File: src/rtl/step_seq_pkg.sv
package step_seq_pkg;
  localparam int unsigned STEPS_DEF  = 8;
  localparam int unsigned TONE_W_DEF = 3;

  typedef enum logic {
    RUN_PAUSED  = 1'b0,
    RUN_PLAYING = 1'b1
  } run_state_e;
endpackage

File: src/rtl/ss_rst_sync.sv
module ss_rst_sync #(
  parameter int unsigned STAGES = 2
) (
  input  logic clk,
  input  logic rst_n,
  output logic rst_n_sync
);
  logic [STAGES-1:0] chain_q;

  always_ff @(posedge clk or negedge rst_n) begin
    if (!rst_n) chain_q <= '0;
    else        chain_q <= {chain_q[STAGES-2:0], 1'b1};
  end

  assign rst_n_sync = chain_q[STAGES-1];
endmodule

File: src/rtl/ss_rise_detect.sv
module ss_rise_detect #(
  parameter int unsigned N = 2
) (
  input  logic         clk,
  input  logic         rst_n,
  input  logic [N-1:0] lvl,
  output logic [N-1:0] pulse
);
  logic [N-1:0] prev_q;
  logic [N-1:0] prev_d;

  always_comb begin
    prev_d = lvl;
    pulse  = lvl & ~prev_q;
  end

  always_ff @(posedge clk or negedge rst_n) begin
    if (!rst_n) prev_q <= '0;
    else        prev_q <= prev_d;
  end

  // a pulse never appears two cycles running on any lane
  genvar g;
  for (g = 0; g < N; g++) begin : g_chk
    p_single_pulse_r2: assert property (@(posedge clk) disable iff (!rst_n)
      pulse[g] |=> !pulse[g]);
  end
endmodule

File: src/rtl/ss_edit_tone.sv
module ss_edit_tone #(
  parameter int unsigned TONE_W = 3
) (
  input  logic              clk,
  input  logic              rst_n,
  input  logic              inc_pulse,
  output logic [TONE_W-1:0] tone
);
  logic [TONE_W-1:0] tone_q;
  logic [TONE_W-1:0] tone_d;
  logic              tone_en;

  always_comb begin
    tone_en = inc_pulse;
    tone_d  = tone_q + TONE_W'(1);
  end

  always_ff @(posedge clk or negedge rst_n) begin
    if (!rst_n)       tone_q <= '0;
    else if (tone_en) tone_q <= tone_d;
  end

  assign tone = tone_q;

  p_edit_step_r2: assert property (@(posedge clk) disable iff (!rst_n)
    inc_pulse |=> tone_q == TONE_W'($past(tone_q) + 1'b1));
  p_edit_hold_r2: assert property (@(posedge clk) disable iff (!rst_n)
    !inc_pulse |=> $stable(tone_q));
  p_edit_wrap_r3: assert property (@(posedge clk) disable iff (!rst_n)
    (inc_pulse && (&tone_q)) |=> tone_q == '0);
endmodule

File: src/rtl/ss_beat_ctrl.sv
module ss_beat_ctrl
  import step_seq_pkg::*;
#(
  parameter int unsigned NUM_STEPS = 8,
  localparam int unsigned POS_W = $clog2(NUM_STEPS)
) (
  input  logic             clk,
  input  logic             rst_n,
  input  logic             toggle_pulse,
  input  logic             tick,
  output logic [POS_W-1:0] pos
);
  localparam logic [POS_W-1:0] LAST_POS = POS_W'(NUM_STEPS - 1);

  run_state_e       run_q, run_d;
  logic [POS_W-1:0] pos_q, pos_d;
  logic             pos_en;

  always_comb begin
    run_d = run_q;
    if (toggle_pulse)
      run_d = (run_q == RUN_PLAYING) ? RUN_PAUSED : RUN_PLAYING;
  end

  always_comb begin
    pos_en = tick && (run_q == RUN_PLAYING);
    pos_d  = (pos_q == LAST_POS) ? '0 : pos_q + POS_W'(1);
  end

  always_ff @(posedge clk or negedge rst_n) begin
    if (!rst_n) run_q <= RUN_PAUSED;
    else        run_q <= run_d;
  end

  always_ff @(posedge clk or negedge rst_n) begin
    if (!rst_n)      pos_q <= '0;
    else if (pos_en) pos_q <= pos_d;
  end

  assign pos = pos_q;

  p_toggle_flip_r4: assert property (@(posedge clk) disable iff (!rst_n)
    toggle_pulse |=> run_q != $past(run_q));
  p_toggle_keep_r4: assert property (@(posedge clk) disable iff (!rst_n)
    !toggle_pulse |=> $stable(run_q));
  p_beat_frozen_r5: assert property (@(posedge clk) disable iff (!rst_n)
    !(tick && run_q == RUN_PLAYING) |=> $stable(pos_q));
  p_beat_wrap_r5: assert property (@(posedge clk) disable iff (!rst_n)
    (tick && run_q == RUN_PLAYING && pos_q == LAST_POS) |=> pos_q == '0);
endmodule

File: src/rtl/ss_step_bank.sv
module ss_step_bank #(
  parameter int unsigned NUM_STEPS = 8,
  parameter int unsigned TONE_W    = 3,
  localparam int unsigned POS_W = $clog2(NUM_STEPS)
) (
  input  logic                 clk,
  input  logic                 rst_n,
  input  logic [NUM_STEPS-1:0] sel_sw,
  input  logic                 save,
  input  logic                 clr,
  input  logic [TONE_W-1:0]    din,
  input  logic [POS_W-1:0]     rd_pos,
  output logic [TONE_W-1:0]    rd_tone
);
  logic [TONE_W-1:0] step_q [NUM_STEPS];

  genvar k;
  for (k = 0; k < NUM_STEPS; k++) begin : g_step
    logic              ld_en;
    logic [TONE_W-1:0] step_d;

    always_comb begin
      ld_en  = clr || (save && sel_sw[k]);
      step_d = clr ? '0 : din;
    end

    always_ff @(posedge clk or negedge rst_n) begin
      if (!rst_n)     step_q[k] <= '0;
      else if (ld_en) step_q[k] <= step_d;
    end

    p_clear_r8: assert property (@(posedge clk) disable iff (!rst_n)
      clr |=> step_q[k] == '0);
    p_load_r7: assert property (@(posedge clk) disable iff (!rst_n)
      (!clr && save && sel_sw[k]) |=> step_q[k] == $past(din));
    p_keep_r10: assert property (@(posedge clk) disable iff (!rst_n)
      (!clr && !(save && sel_sw[k])) |=> $stable(step_q[k]));
  end

  assign rd_tone = step_q[rd_pos];
endmodule

File: src/rtl/step_seq_core.sv
module step_seq_core
  import step_seq_pkg::*;
#(
  parameter int unsigned NUM_STEPS = STEPS_DEF,
  parameter int unsigned TONE_W    = TONE_W_DEF,
  localparam int unsigned POS_W = $clog2(NUM_STEPS)
) (
  input  logic                 clk,
  input  logic                 rst_n,
  input  logic [NUM_STEPS-1:0] step_sw,
  input  logic                 tone_inc,
  input  logic                 save_lvl,
  input  logic                 play_press,
  input  logic                 clear_lvl,
  input  logic                 beat_tick,
  output logic [TONE_W-1:0]    edit_tone,
  output logic [NUM_STEPS-1:0] beat_led,
  output logic [TONE_W-1:0]    play_tone
);
  logic             srst_n;
  logic [1:0]       press_pulse;
  logic [POS_W-1:0] beat_pos;
  logic [TONE_W-1:0] edit_q;

  ss_rst_sync #(.STAGES(2)) u_rst (
    .clk(clk), .rst_n(rst_n), .rst_n_sync(srst_n)
  );

  ss_rise_detect #(.N(2)) u_edges (
    .clk(clk), .rst_n(srst_n),
    .lvl({play_press, tone_inc}), .pulse(press_pulse)
  );

  ss_edit_tone #(.TONE_W(TONE_W)) u_edit (
    .clk(clk), .rst_n(srst_n), .inc_pulse(press_pulse[0]), .tone(edit_q)
  );

  ss_beat_ctrl #(.NUM_STEPS(NUM_STEPS)) u_beat (
    .clk(clk), .rst_n(srst_n), .toggle_pulse(press_pulse[1]),
    .tick(beat_tick), .pos(beat_pos)
  );

  ss_step_bank #(.NUM_STEPS(NUM_STEPS), .TONE_W(TONE_W)) u_bank (
    .clk(clk), .rst_n(srst_n), .sel_sw(step_sw), .save(save_lvl),
    .clr(clear_lvl), .din(edit_q), .rd_pos(beat_pos), .rd_tone(play_tone)
  );

  always_comb begin
    beat_led           = '0;
    beat_led[beat_pos] = 1'b1;
  end

  assign edit_tone = edit_q;

  p_led_onehot_r6: assert property (@(posedge clk) disable iff (!srst_n)
    $countones(beat_led) == 1);
  p_led_move_r5: assert property (@(posedge clk) disable iff (!srst_n)
    !beat_tick |=> $stable(beat_led));
endmodule

File: config.mk
export PLATFORM = sky130hd
export DESIGN_NAME = step_seq_core
export DESIGN_NICKNAME = d
export VERILOG_FILES = /design/src/rtl/step_seq_pkg.sv /design/src/rtl/ss_rst_sync.sv /design/src/rtl/ss_rise_detect.sv /design/src/rtl/ss_edit_tone.sv /design/src/rtl/ss_beat_ctrl.sv /design/src/rtl/ss_step_bank.sv /design/src/rtl/step_seq_core.sv
export SDC_FILE = /design/constraint.sdc
export NUM_CORES = 1
export LEC_CHECK = 0
export BUFFER_PORTS_ARGS = -buffer_cell sky130_fd_sc_hd__buf_2
export CORE_AREA = 2 2 64 66
export DETAILED_ROUTE_END_ITERATION = 7
export DIE_AREA = 0 0 66 68
export PLACE_DENSITY = 0.66
export SETUP_SLACK_MARGIN = 0.1
export SYNTH_ARGS = -nofsm -noshare
export SYNTH_HDL_FRONTEND = slang
export SYNTH_SLANG_ARGS = --single-unit
File: constraint.sdc
create_clock -name clk -period 3.2 [get_ports clk]
set_input_delay 0.64 -clock clk [delete_from_list [all_inputs] [get_ports clk]]
set_output_delay 0.64 -clock clk [all_outputs]
set_load 0.01 [all_outputs]
## Word level (Yosys, flattened, before mapping)

Index checks and enable logic that the tools add are counted.

- Output and inout port bits: 14
- Input bits: 15
- Word-level logic and storage cells: 48
- Register bits after elaboration: 35

- Bitwise logic cells: 3
- Equal/unequal tests: 1
- Add/subtract/negate cells: 2
- $lt $le $gt $ge: 3
- Reduce and logical (&&, ||, !) cells: 18
- Muxes and demuxes: 8

Operators by type and width:

| cell | count |
|---|---|
| two-way mux 3 bit | 4 |
| logical AND 1 bit | 10 |
| binary-select mux 3 bit (select 3 bit) | 1 |
| logical OR 1 bit | 8 |
| adder 3 x 1 -> 3 bit, second input constant | 2 |
| >= comparator 4 bit, second input constant | 1 |
| less-than comparator 3 x 4 -> 1 bit, second input constant | 1 |
| inverter 3 -> 4 bit | 1 |
| demux 1 bit (select 3 bit) | 1 |
| == test 3 bit, second input constant | 1 |
| >= comparator 3 x 1 -> 1 bit, second input constant | 1 |
| bitwise AND 2 bit | 1 |
| two-way mux 1 bit | 2 |
| inverter 2 bit | 1 |

## Logic depth before layout (Yosys ltp)

Gate-level depths: netlist of the first run.

- Word-level depth: 4
- Depth in mapped cells: 5

## Hierarchy

A second synthesis of the first run with hierarchy kept.

- Cells, all modules: 152
- Area, all modules: 1839.3 um^2

Modules (own cells, without submodules):

| module | area an instance (um^2) | instances | cells an instance |
|---|---|---|---|
| ss_step_bank | 1322.5 | 1 | 116 |
| ss_beat_ctrl | 196.4 | 1 | 13 |
| ss_edit_tone | 123.9 | 1 | 8 |
| ss_rise_detect | 77.6 | 1 | 4 |
| step_seq_core | 65.1 | 1 | 8 |
| ss_rst_sync | 53.8 | 1 | 3 |

## Worst setup path before layout of the first run

OpenSTA, ideal clock, no wires.

- Path kind: register -> output
- From: register u_beat.pos_q[1], in the netlist u_beat.pos[1]
- To: output play_tone[1]
- Arrival: 1285 ps
- Data required time: 2560 ps
- Slack: 1275 ps
- Stages on the path, launching flop included: 6
- Cell sequence: dfrtp_1 buf_2 buf_2 nor3_1 a22oi_1 o21ai_1

- Word-level cells in the longest chain between the ends: 4

Ends and longest elaborated chain:

| item | line | RTL |
|---|---|---|
| start, declared | ss_beat_ctrl.sv:16 | `logic [POS_W-1:0] pos_q, pos_d;` |
| start signal, assigned | ss_beat_ctrl.sv:37 | `else if (pos_en) pos_q <= pos_d;` |
| inverter 3 -> 4 bit (implied by the code) | ss_step_bank.sv:40 | `assign rd_tone = step_q[rd_pos];` |
| binary-select mux 3 bit (select 3 bit) | ss_step_bank.sv:40 |  |
| two-way mux 3 bit (implied by the code) (2 in series) | ss_step_bank.sv:40 |  |
| end, declared | step_seq_core.sv:18 | `output logic [TONE_W-1:0] play_tone` |

No other way between the ends. The select of a mux whose other input is x is not followed.

## Worst setup path in the final report of the first run

Ends and elaborated chain as after synthesis.

==> results.cfg, run 1 <==
[floorplanning]
rows = 23
die_w_um = 66
dieHeight_um = 68
io_pins = 29
die_area_mm2 = 0.004488
core_region_area_mm2 = 0.003856
start_util_pct = 43.84

[clock_network]
hold_buffers = 0
cts-root-buf = clkbuf_8
postCtsResizedCells = 0
ctsLongestPathBuffers = 2
numCtsBuffers = 5
cts_max_level = 2
cts_tree = done
clock_sinks = 35
post-cts-setup-buffers = 0
insertion_delay_ns = 0.28
clk_pin_slew_ns = 0.06

[layout]
antenna_cells = 0
syn2layout_area_growth_pct = 13.69
fin_nets = 220
drive_gt1_share_pct = 19.40
fillers = 389
final_common_cell = nand2_1
final_cell_mix = nand2_1, dfrtp_1, buf_2, nand3_1, a21oi_1

[drt]
first_pass_iters = 4
wl_met3_um = 239
routed_via_density = 5.311
post_drt_wl_per_cell_um = 14.22
top_layer = met4
via_count = 1333
drc = 0
drt_iter0_drc = 74
detail-route-antenna-nets = 0
m1WireLength_um = 1639
wl_met2_um = 1680
drt_wl_total_um = 3568

[timing]
setup_tns_ns = 0
fmaxAchievable_mhz = 414.7
hold_viol = 0
finClkSkew_ns = 0.005100
worst-slew-pin-transition_ns = 0.6017
setup_violations = 0
rsz0062_at_grt = false
slew_headroom_pct = 59.89
period_share_pct = 75.35
slew_viol_final = 0
period_needed_ns = 2.411

[critical_path]
crit_path_max_incr_delay_ns = 0.63
start_kind = flip-flop
cp_data_arrival_time_ns = 1.77
end_kind = output port
crit_slowest_cell = dfrtp_1
worstSetupPathType = flip-flop to output port
required_ns = 2.56
critPathMaxFanout = 17
crit_chain = mux2_1 > a221oi_1 > o21ai_1 > buf_2

[global_routing]
grt_start_max_net_pins = 33
grt_pass1_wl_um = 5837
grtUsageTotal_pct = 17.81
antenna_found_initial = 0
grt_pass1_vias = 1191
grt-ovfl-total = 0

[power_and_ir_drop]
ir_drop_v = 0.0005103
power_w = 0.001395
leakage_nw = 0.9019
power_density_mw_per_mm2 = 726.0

[synthesis]
ys_ff_latch = 35
ys_seq_area_share_pct = 51.81
synth_area_per_cell_um2 = 9.496
yosysWarnings = 0
syn_area_mm2 = 0.001690
synth.distinct_cells = 32
syn_nets = 196
syn_inst = 178

[outcome]
status = complete, no violations

[placement]
gp_congestion = 0.7590
port_buffers = 28
hpwl_um = 2503

[min_path]
holdCritPathClass = input pin to asynchronous set/reset pin

[run]
drv_cap = 0
==> metrics by stage <==
step / instances / hold slack [ns] / area, um^2 / util, % / worst slack (ns)
2_1_floorplan: 178 / 0.3312 / 1690 / - / 1.275
6_report: 251 / 0.1391 / 1922 / 49.84 / 0.7889
3_5_place_dp: 245 / 0.2629 / 1849 / 47.96 / 1.073
4_1_cts: 251 / 0.1301 / 1922 / 49.84 / 0.7592
3_3_place_gp: 245 / 0.2633 / 1849 / 47.96 / 1.112
5_1_grt: 251 / 0.1257 / 1922 / 49.84 / 0.6872
==> metal layers <==
layer	up-vias	GRT usage, %
li1	661	-
met1	628	24.49
met2	42	27.27
met3	2	6.086
met4	0	4.592
met5	-	0
==> logic make-up after synthesis <==
kind of cell / count (synthesis) / synth area share [%]
flops: 35 / 51.81
fa+ha+maj: 3 / 2.221
simple gates: 80 / 21.91
mux: 9 / 7.624
buf+inv: 14 / 3.701
compound gates: 33 / 10.95
xor+xnor: 3 / 1.555
other cells: 1 / 0.2218
==> worst paths after layout <==
check,start,to,slack [ns],depth (start not counted)
min in group clk,u_rst.chain_q[0],u_rst.chain_q[1],0.36,0
max in group asynchronous,u_rst.chain_q[1],u_bank.step_q[7],2.28,1
min reg2reg,u_rst.chain_q[1],u_bank.step_q[20],0.25,0
max reg2reg,u_beat.pos[1],u_beat.pos[2],1.74,3
max,u_beat.pos[1],play_tone[1],0.79,4
min,rst_n,u_rst.chain_q[0],0.14,1
==> sequential cells by signal, indices dropped and copies added (netlist names) <==
signal          count
u_edit.tone         3
u_beat.run_q        1
u_rst.chain_q       2
u_beat.pos          3
u_bank.step_q      24
u_edges.prev_q      2
==> synthesized netlist by cell type <==
| library cell | n | area, um^2 |
|---|---|---|
| o21ai_0 | 1 | 5.000 |
| buf_6 | 1 | 11.26 |
| mux2_2 | 4 | 45.04 |
| mux4_1 | 2 | 52.55 |
| nor3b_1 | 1 | 7.510 |
| xnor2_1 | 2 | 17.52 |
| clkbuf_1 | 10 | 37.54 |
| and3_1 | 2 | 12.51 |
| conb_1 | 1 | 3.750 |
| or3b_1 | 1 | 8.760 |
| buf_2 | 2 | 10.01 |
| o21ai_1 | 2 | 10.01 |
| inv_1 | 1 | 3.750 |
| nand2b_1 | 3 | 18.77 |
| nand2_1 | 37 | 138.9 |
| mux2_1 | 1 | 11.26 |
| a21o_1 | 2 | 15.01 |
| mux2i_1 | 2 | 20.02 |
| a22oi_1 | 1 | 7.510 |
| nand3_1 | 25 | 125.1 |
| nor2b_1 | 3 | 18.77 |
| o211a_1 | 1 | 10.01 |
| dfrtp_1 | 35 | 875.8 |
| nor2_1 | 3 | 11.26 |
| a21oi_1 | 24 | 120.1 |
| xor2_1 | 1 | 8.760 |
| o2111ai_1 | 1 | 8.760 |
| a221oi_1 | 1 | 8.760 |
| nor3_1 | 3 | 15.01 |
| ha_1 | 3 | 37.54 |
| and2_1 | 1 | 6.260 |
| nand3b_1 | 1 | 7.510 |
==> where the power goes <==
part	switching, W	internal (W)
clock network	0.000134	0.000145
registers	0.000159	0.000525
logic	0.000218	0.000214
==> layout make-up <==
| class | instances | area (um^2) | area share (%) |
|---|---|---|---|
| flip-flops and latches | 35 | 875.8 | 45.57 |
| multi-input cells | 129 | 752.0 | 39.13 |
| repair buffers | 30 | 155.1 | 8.073 |
| clock buffers | 6 | 72.57 | 3.776 |
| well taps | 50 | 62.56 | 3.255 |
| inverters | 1 | 3.754 | 0.1953 |
==> critical path, delay by kind of cell (launching register included) <==
kind                   cells  cell delay (ns)
buffers and inverters      1             0.14
AO/OA/AOI/OAI              2             0.36
flip-flops                 1             0.63
multiplexers               1             0.36
(Power assumes the default switching activity.)
==> inputs of run 2 (changes only) <==
ABC_AREA = 1   (was unset)
CORE_AREA = 2 2 65 67   (was 2 2 64 66)
DIE_AREA = 0 0 67 69   (was 0 0 66 68)
PLACE_DENSITY = 0.69   (was 0.66)
clock period = 2.1 ns   (was 3.2 ns; I/O delays follow)
==> results.cfg, run 2 <==
[clock_network]
cts-root-buf = clkbuf_8
cts_tree = done
clk_pin_slew_ns = 0.07
clock_sinks = 35
ctsLongestPathBuffers = 2
insertion_delay_ns = 0.28
numCtsBuffers = 5
cts_max_level = 2

[timing]
rsz0062_at_grt = false
period_needed_ns = 1.849
setup_tns_ns = 0
slew_headroom_pct = 53.49
fmaxAchievable_mhz = 540.7
finClkSkew_ns = 0.002926
slew_viol_final = 0
worst-slew-pin-transition_ns = 0.6969
period_share_pct = 88.06
setup_violations = 0
hold_viol = 0

[global_routing]
grt-ovfl-total = 0
busiest_layer = met1
grt_pass1_vias = 1372
grtUsageTotal_pct = 18.77
grt_pass1_wl_um = 6499
grt.met3_usage_pct = 5.220
antenna_found_initial = 0
grt_start_max_net_pins = 30
grtUsageMet2_pct = 26.40
use_met1_pct = 27.13

[critical_path]
start_kind = flip-flop
reg2reg_from = u_beat.pos[0]
reg2reg_depth = 5
reg2reg_slack_ns = 0.74
worstSetupPathType = flip-flop to output port
cp_data_arrival_time_ns = 1.43
critPathMaxFanout = 9
required_ns = 1.68
r2r_end = u_beat.pos[2]
end_kind = output port

[synthesis]
syn_nets = 251
syn_inst = 233
synth_flop_cell = dfrtp_1
synthMostInstantiatedCell = nand2_1
yosys-top-cells-area = dfrtp_1, nand2_1, nand3_1, inv_1, nor2_1
ys_seq_area_share_pct = 49.65
yosysWarnings = 0
synth.distinct_cells = 21
synth_top_area_share_pct = 49.65
synthTopCellsByCount = nand2_1, dfrtp_1, nand3_1
async_flop_share_pct = 100.0
syn_area_mm2 = 0.001764
synth_edf_count = 0
ys_ff_latch = 35
synth_top_cell_by_area = dfrtp_1
synth_area_per_cell_um2 = 7.572

[layout]
syn2layout_area_growth_pct = 16.24
antenna_cells = 0
fillers = 411
fin_nets = 287
top_register = u_bank.step_q
drive_gt1_share_pct = 17.54
final_common_cell = nand2_1
fin_cells = 318
final_cell_area_mm2 = 0.002051
final_cell_mix = nand2_1, dfrtp_1, buf_2, nand3_1, inv_1
largest_reg_flops = 24

[power_and_ir_drop]
p_clk_share_pct = 20.1
seqPwrFrac_pct = 42.9
ir_drop_v = 0.0005196
intPower_w = 0.001351
power_density_mw_per_mm2 = 1080
switching_share_pct = 38.98
comb_power_share_pct = 37.0
p_switching_w = 0.0008631
leakage_nw = 1.218
power_w = 0.002214

[floorplanning]
start_util_pct = 45.08
die_w_um = 67
die_area_mm2 = 0.004623
io_pins = 29
core_region_area_mm2 = 0.003914
dieHeight_um = 69
rows = 23

[outcome]
status = complete, no violations

[run]
drv_cap = 0

[placement]
placed_area_mm2 = 0.001921
place_inst = 305
gp_congestion = 0.8036
port_buffers = 28
hpwl_um = 2695

[drt]
drc = 0
first_pass_iters = 4
drt_iter0_drc = 69
via_count = 1549
routed_via_density = 4.871
detail-route-antenna-nets = 0
drt_wl_total_um = 3811
post_drt_wl_per_cell_um = 11.98

[min_path]
holdCritPathClass = flip-flop to asynchronous set/reset pin
-- run 2: cell types whose count changed after synthesis, sizes merged, moves of 4 or more --
| cell | before | now |
|---|---|---|
| nor2 | 3 | 12 |
| a21oi | 24 | 0 |
| mux2 | 5 | 0 |
| clkbuf | 10 | 0 |
| nand2 | 37 | 108 |
| buf | 3 | 8 |
| inv | 1 | 20 |
| nand4 | 0 | 4 |
-- run 2: cell type report --
cell class | instances | area, um^2 | area share, %
Sequential cell | 35 | 878.3 | 42.83
Multi-Input combinational cell | 169 | 743.2 | 36.24
Timing Repair Buffer | 37 | 210.2 | 10.25
Inverter | 21 | 83.83 | 4.088
Clock buffer | 6 | 72.57 | 3.539
Tap cell | 50 | 62.56 | 3.051
-- run 2: power groups by stage --
stage | sequential, W | combinational (W) | clock [W]
finish | 0.000950 | 0.000819 | 0.000444
global route | 0.000973 | 0.000936 | 0.000483
CTS | 0.000978 | 0.000722 | 0.000447
detailed placement | 0.000987 | 0.000716 | 0
global placement | 0.000980 | 0.000710 | 0
floorplan | 0.000908 | 0.000599 | 0
-- run 2: worst max-delay path by stage --
stage	startpoint	end	cells past startpoint
2_1_floorplan	u_beat.pos[0]	beat_led[7]	4
3_3_place_gp	u_beat.pos[0]	play_tone[1]	8
3_5_place_dp	u_beat.pos[0]	play_tone[1]	8
4_1_cts	u_beat.pos[2]	play_tone[0]	7
5_1_grt	u_beat.pos[1]	play_tone[1]	6
6_report	u_beat.pos[1]	play_tone[2]	6
-- run 2: stage by stage --
step / utilization [%] / setup slack [ns] / hold WS [ns]
after global placement: 49.07 / 0.3304 / 0.07673
final: 52.40 / 0.2507 / 0.07507
after floorplan: - / 0.7223 / 0.1244
after CTS: 51.21 / 0.1043 / 0.08490
after detailed placement: 49.07 / 0.3387 / 0.08198
after global routing: 52.40 / 0.1390 / 0.09376
-- run 2: per-layer routing --
layer	vias up	part of all wire, %
met5	-	0
met4	0	1.9
met3	7	7.1
met2	45	47
met1	700	44
li1	797	-
-- run 2: critical path, cell delays in order, from the launching register on --
cell and delay, ns:
dfrtp_1 0.46, clkinv_1 0.26, nand2_1 0.13, nand2_1 0.05, nand2_1 0.05, nand2_1 0.05
buf_2 0.13
-- run 2: kinds of logic after synthesis --
logic type / share of synthesized area [%]
AOI/OAI and AO/OA: 1.560
buffers and inverters: 8.226
and+or+nand+nor: 36.74
adders and majority gates: 2.128
xor gates and xnor gates: 1.490
DFF: 49.65
other: 0.2126
-- run 2: what timing repair did --
action | CTS | global route
hold endpoints to repair | 2 | 0
hold buffers | 1 | 0
setup endpoints to repair | 3 | 5
gates resized for setup | 1 | 1
buffers inserted | 0 | 6
==> inputs of run 3 (changes only) <==
CORE_AREA = 2 2 54 81   (was 2 2 65 67)
CTS_CLUSTER_SIZE = 28   (was unset)
DIE_AREA = 0 0 56 83   (was 0 0 67 69)
PLACE_DENSITY = 0.68   (was 0.69)
==> results.cfg, run 3 (synthesis results as in run 2) <==
[outcome]
status = complete, no violations

[drt]
drt_wl_total_um = 3764
via_count = 1567
routed_via_density = 5.022
drc = 0
first_pass_iters = 4
drt_iter0_drc = 58
detail-route-antenna-nets = 0
post_drt_wl_per_cell_um = 12.06

[timing]
setup_slack_ns = 0.2522
period_share_pct = 87.99
period_needed_ns = 1.848
slew_headroom_pct = 55.08
worst-slew-pin-transition_ns = 0.6712
slew_viol_final = 0
setup_tns_ns = 0
setup_violations = 0
finClkSkew_ns = 0.002181
hold_viol = 0
rsz0062_at_grt = false
fmaxAchievable_mhz = 541.2

[run]
drv_cap = 0

[floorplanning]
die_w_um = 56
core_region_area_mm2 = 0.003924
rows = 28
io_pins = 29
dieHeight_um = 83
start_util_pct = 44.96
die_area_mm2 = 0.004648

[min_path]
holdCritPathClass = input pin to flip-flop
min_path_cells = 1

[power_and_ir_drop]
leakage_nw = 1.212
power_density_mw_per_mm2 = 1081
ir_drop_v = 0.0008209
power_w = 0.002202

[clock_network]
cts_max_level = 2
insertion_delay_ns = 0.28
ctsLongestPathBuffers = 2
clock_sinks = 35
numCtsBuffers = 5
cts_tree = done
clk_pin_slew_ns = 0.07
cts-root-buf = clkbuf_8

[global_routing]
grt_pass1_vias = 1437
grt_start_max_net_pins = 34
grtUsageTotal_pct = 17.84
grt_pass1_wl_um = 6527
grt-ovfl-total = 0
antenna_found_initial = 0

[layout]
seqCellArea_um2 = 878.3
fin_util_pct = 51.91
fillers = 409
final_common_cell = nand2_1
multiInputGateArea_um2 = 743.2
antenna_cells = 0
drive_gt1_share_pct = 17.98
top_register = u_bank.step_q
syn2layout_area_growth_pct = 15.46
final_cell_mix = nand2_1, dfrtp_1, buf_2, nand3_1, inv_1
largest_reg_flops = 24
final_cell_area_mm2 = 0.002037
fin_nets = 284

[critical_path]
required_ns = 1.68
worstSetupPathType = flip-flop to output port
reg2reg_slack_ns = 0.68
end_kind = output port
reg2reg_depth = 5
critPathMaxFanout = 9
cp_data_arrival_time_ns = 1.43
start_kind = flip-flop

[placement]
place_ws_ns = 0.4505
port_buffers = 28
hpwl_um = 2718
gp_congestion = 0.8590
placed_area_mm2 = 0.001922
[run 3: changes by cell type in the layout (fill, tap and decap cells not counted)]
| cell | before | now |
|---|---|---|
| buf_4 | 8 | 5 |
| clkinv_2 | 0 | 3 |
| clkbuf_1 | 1 | 0 |
| clkinv_1 | 1 | 0 |
| clkinvlp_4 | 0 | 1 |
[run 3: final timing paths]
| check | from | endpoint |
|---|---|---|
| max in group asynchronous | u_rst.chain_q[1] | u_beat.pos[2] |
| max reg2reg | u_beat.pos[0] | u_beat.pos[2] |
| min in group asynchronous | u_rst.chain_q[1] | u_bank.step_q[20] |
| min reg2reg | u_rst.chain_q[1] | u_bank.step_q[20] |
| min | tone_inc | u_edges.prev_q[0] |
| max | u_beat.pos[1] | play_tone[2] |
[run 3: worst max-delay path, stage by stage, from the launching register on]
cell	delay, ns
dfrtp_1	0.49
clkinvlp_4	0.24
nand2_1	0.12
nand2_1	0.06
nand2_1	0.05
nand2_1	0.05
buf_2	0.13
[run 3: per-stage QoR]
| step | instances | hold WS (ns) |
|---|---|---|
| after floorplan | 233 | 0.1244 |
| after global placement | 301 | 0.2058 |
| after detailed placement | 301 | 0.2090 |
| after CTS | 310 | 0.2419 |
| after global routing | 312 | 0.2475 |
| final | 312 | 0.2511 |
[run 3: what timing repair did]
item,4_1_cts,5_1_grt
hold buffers,1,0
buffers inserted,0,2
gates resized for setup,0,3
endpoints found under the hold margin,2,0
setup endpoints to repair,0,4
[run 3: layout make-up]
class / count / share of cell area (%)
multi-input cells: 169 / 36.49
flip-flops and latches: 35 / 43.12
clock inverters: 3 / 0.7371
clock buffers: 5 / 3.378
inverters: 21 / 4.300
repair buffers: 34 / 9.214
well taps: 45 / 2.764
[run 3: report_power, final]
part	leakage, nW	switching, W	internal [W]
clock	0.0477	0.000236	0.000227
sequential	0.454	0.000138	0.000807
combinational	0.711	0.000501	0.000294
[run 3: metal layers]
metal,wire length (um),global-route usage [%],vias up
li1,-,-,791
met1,1650,23.06,727
met2,1807,27.91,41
met3,189,4.050,8
met4,116,8.658,0
met5,0,0,-
